<file path="config.mk">
export PLATFORM = sky130hd
export DESIGN_NAME = mem_attr_map
export DESIGN_NICKNAME = d
export VERILOG_FILES = /design/src/rtl/mem_attr_pkg.sv /design/src/rtl/mem_attr_regs.sv /design/src/rtl/mem_attr_decode.sv /design/src/rtl/mem_attr_map.sv
export SDC_FILE = /design/constraint.sdc
export NUM_CORES = 1
export LEC_CHECK = 0
export BUFFER_PORTS_ARGS = -buffer_cell sky130_fd_sc_hd__buf_2
export CAP_MARGIN = 20
export CORE_MARGIN = 2
export CORE_UTILIZATION = 53
export CTS_CLUSTER_SIZE = 25
export DETAILED_ROUTE_END_ITERATION = 6
export MAX_ROUTING_LAYER = met4
export PLACE_DENSITY = 0.9
export SLEW_MARGIN = 40
export SYNTH_ARGS = -nofsm -noshare
export SYNTH_HDL_FRONTEND = slang
export SYNTH_SLANG_ARGS = --single-unit
export TNS_END_PERCENT = 30
</file>
<file path="constraint.sdc">
create_clock -name clk_i -period 5.65 [get_ports clk_i]
set_clock_uncertainty 0.05 [all_clocks]
set_input_delay 1.13 -clock clk_i [delete_from_list [all_inputs] [get_ports clk_i]]
set_output_delay 1.13 -clock clk_i [all_outputs]
set_load 0.05 [all_outputs]
</file>
<file path="src/rtl/mem_attr_pkg.sv">
package mem_attr_pkg;
  typedef enum logic [1:0] {
    ATTR_ROM_RO = 2'b00,
    ATTR_ROM_RW = 2'b01,
    ATTR_RAM    = 2'b10,
    ATTR_SPLIT  = 2'b11
  } attr_e;
endpackage

</file>
<file path="src/rtl/mem_attr_regs.sv">
module mem_attr_regs #(
  parameter int BLK_W = 3,
  localparam int NBLK = 1 << BLK_W
) (
  input  logic                  clk_i,
  input  logic                  rst_ni,
  input  logic                  we_i,
  input  logic [BLK_W-1:0]      idx_i,
  input  logic [1:0]            attr_i,
  output logic [NBLK-1:0][1:0]  tbl_o
);
  for (genvar b = 0; b < NBLK; b++) begin : g_blk
    always_ff @(posedge clk_i or negedge rst_ni) begin
      if (!rst_ni)                                 tbl_o[b] <= mem_attr_pkg::ATTR_ROM_RO;
      else if (we_i && idx_i == BLK_W'(b))         tbl_o[b] <= attr_i;
    end
  end
endmodule

</file>
<file path="src/rtl/mem_attr_decode.sv">
module mem_attr_decode
  import mem_attr_pkg::*;
(
  input  logic [1:0] attr_i,
  input  logic       rd_i,
  input  logic       wr_i,
  output logic       rom_cs_o,
  output logic       rom_we_o,
  output logic       ram_cs_o,
  output logic       ram_we_o
);
  logic rd_only, wr_only;
  attr_e mode;

  assign rd_only = rd_i & ~wr_i;
  assign wr_only = wr_i & ~rd_i;
  assign mode    = attr_e'(attr_i);

  always_comb begin
    rom_cs_o = 1'b0;
    rom_we_o = 1'b0;
    ram_cs_o = 1'b0;
    ram_we_o = 1'b0;
    unique case (mode)
      ATTR_ROM_RO: rom_cs_o = rd_only;
      ATTR_ROM_RW: begin
        rom_cs_o = rd_only | wr_only;
        rom_we_o = wr_only;
      end
      ATTR_RAM: begin
        ram_cs_o = rd_only | wr_only;
        ram_we_o = wr_only;
      end
      ATTR_SPLIT: begin
        rom_cs_o = rd_only;
        ram_cs_o = wr_only;
        ram_we_o = wr_only;
      end
      default: ;
    endcase
  end
endmodule

</file>
<file path="src/rtl/mem_attr_map.sv">
module mem_attr_map #(
  parameter int ADDR_W = 15,
  parameter int BLK_W  = 3,
  localparam int NBLK  = 1 << BLK_W
) (
  input  logic              clk_i,
  input  logic              rst_ni,
  input  logic [ADDR_W-1:0] addr_i,
  input  logic              rd_i,
  input  logic              wr_i,
  input  logic              cfg_we_i,
  input  logic [BLK_W-1:0]  cfg_idx_i,
  input  logic [1:0]        cfg_attr_i,
  output logic              rom_cs_o,
  output logic              rom_we_o,
  output logic              ram_cs_o,
  output logic              ram_we_o
);
  logic [NBLK-1:0][1:0] tbl;
  logic [BLK_W-1:0]     blk;

  assign blk = addr_i[ADDR_W-1 -: BLK_W];

  mem_attr_regs #(.BLK_W(BLK_W)) u_regs (
    .clk_i  (clk_i),
    .rst_ni (rst_ni),
    .we_i   (cfg_we_i),
    .idx_i  (cfg_idx_i),
    .attr_i (cfg_attr_i),
    .tbl_o  (tbl)
  );

  mem_attr_decode u_dec (
    .attr_i   (tbl[blk]),
    .rd_i     (rd_i),
    .wr_i     (wr_i),
    .rom_cs_o (rom_cs_o),
    .rom_we_o (rom_we_o),
    .ram_cs_o (ram_cs_o),
    .ram_we_o (ram_we_o)
  );
endmodule

</file>
==> results.cfg, run 1 <==
[synthesis]
synth_compound_area_share_pct = 1.91
synth_top_family_by_area = multiplexers
yosys.cell_types.count = 16
synthTopCellsByArea = dfrtp_1 44%, mux2_2 22%, mux4_1 11%, ha_1 6.8%, and4bb_2 4.1%
synth_fp_nets = 93
synth-adder-area-share_pct = 6.81
synth_area_um2 = 918
yosysWarnings = 0
yosysSeqAreaShare_pct = 43.6
ys_seq_elements = 16
synthSimpleGateAreaFrac_pct = 10.8
syn_avg_cell_area_um2 = 14.6
synth.top_cell.area_share_pct = 43.6
synth_top_area_cell = dfrtp_1
yosys.area_share.xor_xnor_pct = 0
syn_inst = 63
synthMuxAreaShare_pct = 35.7

[layout]
largest_reg_flops = 16
multi_input_area_um2 = 507
antenna_cells = 0
top_register = u_regs.tbl_o
fillCellCount = 129
top_regs = u_regs.tbl_o x16
drive_above_1_share_pct = 48.8
area.growth.synth_to_final_pct = 13.5
seqCellArea_um2 = 400
layout.nets = 114

[power]
ir_worst_vdd_v = 0.000185
p_per_area_nw_per_um2 = 299
p_leak_nw = 0.486

[critical_path]
critPathBufInv = 2
ff2ff_setup_slack_ns = 4.84
critPathSlowestCell = mux4_1
critPathCapture = rom_cs_o
criticalPathCategory = input port to primary output
critPathLaunch = addr_i[12]
arrival_ns = 2.92
cp_cell_sequence = buf_2, mux4_1, mux2_2, ha_1, nand2_1, a21oi_1, buf_2
r2r.worst_path.cells = 1
crit_path_frequent_cell = buf_2
cp_top_family = multiplexers
critPathMaxStageDelay_ns = 0.60
critPathCaptureType = primary output
crit_required_ns = 4.47
r2r_end = u_regs.tbl_o[5]
cp_max_fo = 4
r2r_start = u_regs.tbl_o[5]
crit_cells = 7
crit_path_start_kind = input port

[route]
firstDrtPassIters = 2
wl_per_cell_um = 16.0
top_layer_used = met4
num_vias = 606
drtIter0Drc = 2
vias_per_cell = 6.12
met3_length_um = 60
drc_errors = 0
wl_met2_um = 810
wirelength_um = 1580
routedLengthMet1_um = 686
ant_nets = 0

[clock_network]
path_clk_slew_ns = 0.08
cts_resized = 0
cts_setup_buffers = 0
htreeDepth = 1
clockBufferDepth = 2
hold_buffers = 0
tritoncts = done
clock-root-buffer = clkbuf_4
clock_sinks = 16
numCtsBuffers = 3
insertion_delay_ns = 0.28

[timing]
finalSetupTns_ns = 0
whs_ns = 0.457
relSlewSlack_pct = 66.9
setup_viol = 0
min_period_ns = 4.10
rsz0062_at_grt = false
fin_crit_sh_pct = 72.6
drv_slew = 0
worstMarginPinSlew_ns = 0.489
max_freq_mhz = 244
hold_viol_final = 0

[global_route]
grt_start_max_net_pins = 17
grt_pass1_wl_um = 2580
overflow = 0
antenna_found_initial = 0
grt_use_total_pct = 18.6
grt_pass1_vias = 612

[run_status]
status = finished clean

[die]
dieArea_um2 = 2080
die_w_um = 45.6
fp-row-count = 15
io_pins = 29
die_y_um = 45.6
placeableCoreArea_um2 = 1670
initial_core_util_pct = 55.0

[min_path]
min_path_type = register to register

[run]
drv_cap = 0

[placed_design]
gp_congestion = 0.735
io_buffers = 16
post-dp-hpwl_um = 1270
[metrics by stage]
stage / instance area, um^2 / instances / util, % / worst slack, ns / power (W)
2_1_floorplan: 918 / 63 / - / 1.33 / 0.000227
3_3_place_gp: 1020 / 96 / 61.0 / 1.61 / 0.000251
3_5_place_dp: 1020 / 96 / 61.0 / 1.55 / 0.000259
4_1_cts: 1040 / 99 / 62.4 / 1.54 / 0.000316
5_1_grt: 1040 / 99 / 62.4 / 1.47 / 0.000333
6_report: 1040 / 99 / 62.4 / 1.55 / 0.000311
[synthesized netlist by cell type]
master and number:
nor4b_1 1, inv_1 3, ha_1 5, o21ai_0 1, nand2b_1 1, mux2i_1 2, a21oi_1 1, nand4b_1 3
mux2_2 18, and2_1 1, and4bb_2 3, o21a_1 1, nand2_1 2, mux4_1 4, dfrtp_1 16, nand4_1 1
[report_power, final]
part / internal (W) / total (W) / leakage [nW] / switching [W]
sequential: 0.000140 / 0.000152 / 0.192 / 0.0000119
combinational: 0.0000504 / 0.000103 / 0.280 / 0.0000526
clock: 0.0000248 / 0.0000567 / 0.0138 / 0.0000320
total: 0.000215 / 0.000311 / 0.486 / 0.0000965
[cell usage in the layout (no fill, tap or decap)]
master and instances:
mux2_2 18, buf_2 16, dfrtp_1 16, ha_1 5, mux4_1 4, inv_1 3
nand4b_1 3, and4bb_2 3, clkbuf_4 3, mux2i_1 2, nand2_1 2, nand2b_1 1
a21oi_1 1, o21ai_0 1, o21a_1 1, and2_1 1, nor4b_1 1, nand4_1 1
[how the worst min path moves through the flow]
stage,from,end,slack (ns),cells past startpoint
3_5_place_dp,u_regs.tbl_o[7],u_regs.tbl_o[7],0.44,1
3_3_place_gp,u_regs.tbl_o[13],u_regs.tbl_o[13],0.43,1
6_report,u_regs.tbl_o[8],u_regs.tbl_o[8],0.46,1
4_1_cts,u_regs.tbl_o[7],u_regs.tbl_o[7],0.46,1
2_1_floorplan,u_regs.tbl_o[6],u_regs.tbl_o[6],0.42,1
5_1_grt,u_regs.tbl_o[6],u_regs.tbl_o[6],0.48,1
[layer usage]
metal | up-vias | track usage, %
met5 | - | -
met4 | 0 | 8.82
met3 | 5 | 2.38
met2 | 17 | 31.8
met1 | 298 | 21.4
li1 | 286 | -
[cell families (layout without fill, tap and decap cells)]
group                    Yosys count  after routing
buffers and inverters              3             22
multiplexers                      24             24
adder cells (fa/ha/maj)            5              5
flip-flops                        16             16
AND/OR/NAND/NOR                   12             12
AO/OA/AOI/OAI                      3              3
[cell type report]
class                      instances  area share, %
sequential                        16           38.4
inverter                           3           1.08
multi-input combinational         44           48.6
timing repair buffer              16           7.68
tap                               17           2.04
clock buffer                       3           2.16
(Power assumes the default switching activity.)
==> run 2, diff against run 1 <==
CORE_UTILIZATION = 49   (was 53)
PLACE_DENSITY = 0.84   (was 0.9)
clock period = 4 ns   (was 5.65 ns; I/O delays follow)
==> run 2 against run 1 <==
  * Total power increased by 49%
  * Die area rose by 7.4%
  * Critical path depth did not move
  * Setup slack worse by 0.99 ns
  * Global-route usage down 1.4 points
  * Critical endpoint unchanged
==> results.cfg, run 2 (synthesis gave the netlist of run 1 again) <==
[layout]
top_regs = u_regs.tbl_o x16
final_common_cell = mux2_2
antenna_cells = 0
top_register = u_regs.tbl_o
largest_reg_flops = 16
area.growth.synth_to_final_pct = 16.1
layout.nets = 114
finalNonFillerCells = 108
drive_above_1_share_pct = 49.4
post-route-cell-area_um2 = 1070
layout_common_cells = 18 x mux2_2, 16 x buf_2, 16 x dfrtp_1

[critical_path]
cp_cell_sequence = buf_2, mux4_1, mux2_2, ha_1, nand2_1, a21oi_1, buf_2
cp_max_fo = 4
critPathMaxStageDelay_ns = 0.60
crit_path_start_kind = input port
ff2ff_setup_slack_ns = 3.18
crit_path_frequent_cell = buf_2
criticalPathCategory = input port to primary output
critPathCaptureType = primary output
critPathSlowestCell = mux4_1
r2r.worst_path.cells = 1
r2r_end = u_regs.tbl_o[5]
arrival_ns = 2.58
r2r_start = u_regs.tbl_o[5]
crit_required_ns = 3.15

[timing]
hold_viol_final = 0
worstMarginPinSlew_ns = 0.591
min_period_ns = 3.43
rsz0062_at_grt = false
setup_viol = 0
fin_crit_sh_pct = 85.9
finalSetupTns_ns = 0
max_freq_mhz = 291
drv_slew = 0
relSlewSlack_pct = 60.1
whs_ns = 0.361

[route]
ant_nets = 0
wl_per_cell_um = 15.0
wirelength_um = 1620
drc_errors = 0
drtIter0Drc = 0
num_vias = 586
firstDrtPassIters = 1
vias_per_cell = 5.43

[clock_network]
tritoncts = done
cts_resized = 0
numCtsBuffers = 3
htreeDepth = 1
clock-root-buffer = clkbuf_4
clockBufferDepth = 2
clock_sinks = 16
cts_setup_buffers = 0
hold_buffers = 0
path_clk_slew_ns = 0.09
insertion_delay_ns = 0.28

[global_route]
grt_pass1_wl_um = 2540
grt_start_max_net_pins = 17
grtUsageMet3_pct = 3.46
met2_usage_pct = 28.9
overflow = 0
grt_util_met1_pct = 20.9
grt_use_total_pct = 17.2
antenna_found_initial = 0
grt_busiest_layer = met2
grt_pass1_vias = 569

[power]
power_switching_w = 0.000141
p_total_w = 0.000465
comb_power_share_pct = 31.6
p_leak_nw = 0.493
seqPwrFrac_pct = 46.1
sw_frac_of_total_pct = 30.2
p_per_area_nw_per_um2 = 436
clkPwrFrac_pct = 22.3
ir_worst_vdd_v = 0.000301
internal_power_w = 0.000324

[die]
fp-row-count = 15
initial_core_util_pct = 52.6
placeableCoreArea_um2 = 1750
die_y_um = 47.3
dieArea_um2 = 2240
io_pins = 29
die_w_um = 47.3

[placed_design]
gp_congestion = 0.719
post-dp-hpwl_um = 1280
io_buffers = 16
dpl-instance-area_um2 = 1030
placedCellCount = 104

[run_status]
status = finished clean

[min_path]
min_path_type = input port to async pin

[run]
drv_cap = 0
==> run 2: changes by cell type in the layout (fill, tap and decap cells not counted), sizes merged <==
cell    before  now
clkbuf       3    4
==> run 2: worst max-delay path: cells and delay by family <==
family / cells / cell delay [ns]
compound gates: 1 / 0.14
fa+ha+maj: 1 / 0.29
buf+inv: 2 / 0.42
mux: 2 / 0.90
simple gates: 1 / 0.05
==> run 2: routing by layer <==
| layer | part of all wire, % | wire length, um | vias to the layer above |
|---|---|---|---|
| li1 | - | - | 288 |
| met1 | 47 | 767 | 279 |
| met2 | 48 | 773 | 17 |
| met3 | 4.3 | 69 | 2 |
| met4 | 0.68 | 11 | 0 |
| met5 | 0 | 0 | - |
==> run 2: per-stage QoR <==
step | setup slack (ns) | utilization, %
floorplan | 0.339 | -
global placement | 0.615 | 59.0
detailed placement | 0.578 | 59.0
CTS | 0.573 | 61.1
global route | 0.490 | 61.1
finish | 0.565 | 61.1
==> run 2: power by group through the flow <==
| stage | Sequential (W) | Clock [W] | Combinational (W) |
|---|---|---|---|
| 2_1_floorplan | 0.000210 | 0 | 0.000111 |
| 3_3_place_gp | 0.000216 | 0 | 0.000140 |
| 3_5_place_dp | 0.000218 | 0 | 0.000148 |
| 4_1_cts | 0.000214 | 0.000107 | 0.000148 |
| 5_1_grt | 0.000219 | 0.000109 | 0.000159 |
| 6_report | 0.000214 | 0.000104 | 0.000147 |
==> run 2: worst max-delay path by stage <==
stage / from / to / slack, ns
6_report: addr_i[12] / rom_cs_o / 0.57
5_1_grt: addr_i[12] / rom_cs_o / 0.49
4_1_cts: addr_i[12] / rom_cs_o / 0.57
3_5_place_dp: addr_i[12] / rom_cs_o / 0.58
3_3_place_gp: addr_i[12] / rom_cs_o / 0.61
2_1_floorplan: addr_i[12] / ram_cs_o / 0.34
==> run 2: cell type report <==
cell class              instances  area [um^2]
flip-flops and latches         16          400
inverters                       3         11.3
well taps                      25         31.3
repair buffers                 16         80.1
clock buffers                   4         36.3
fillers                       148          679
multi-input cells              44          507
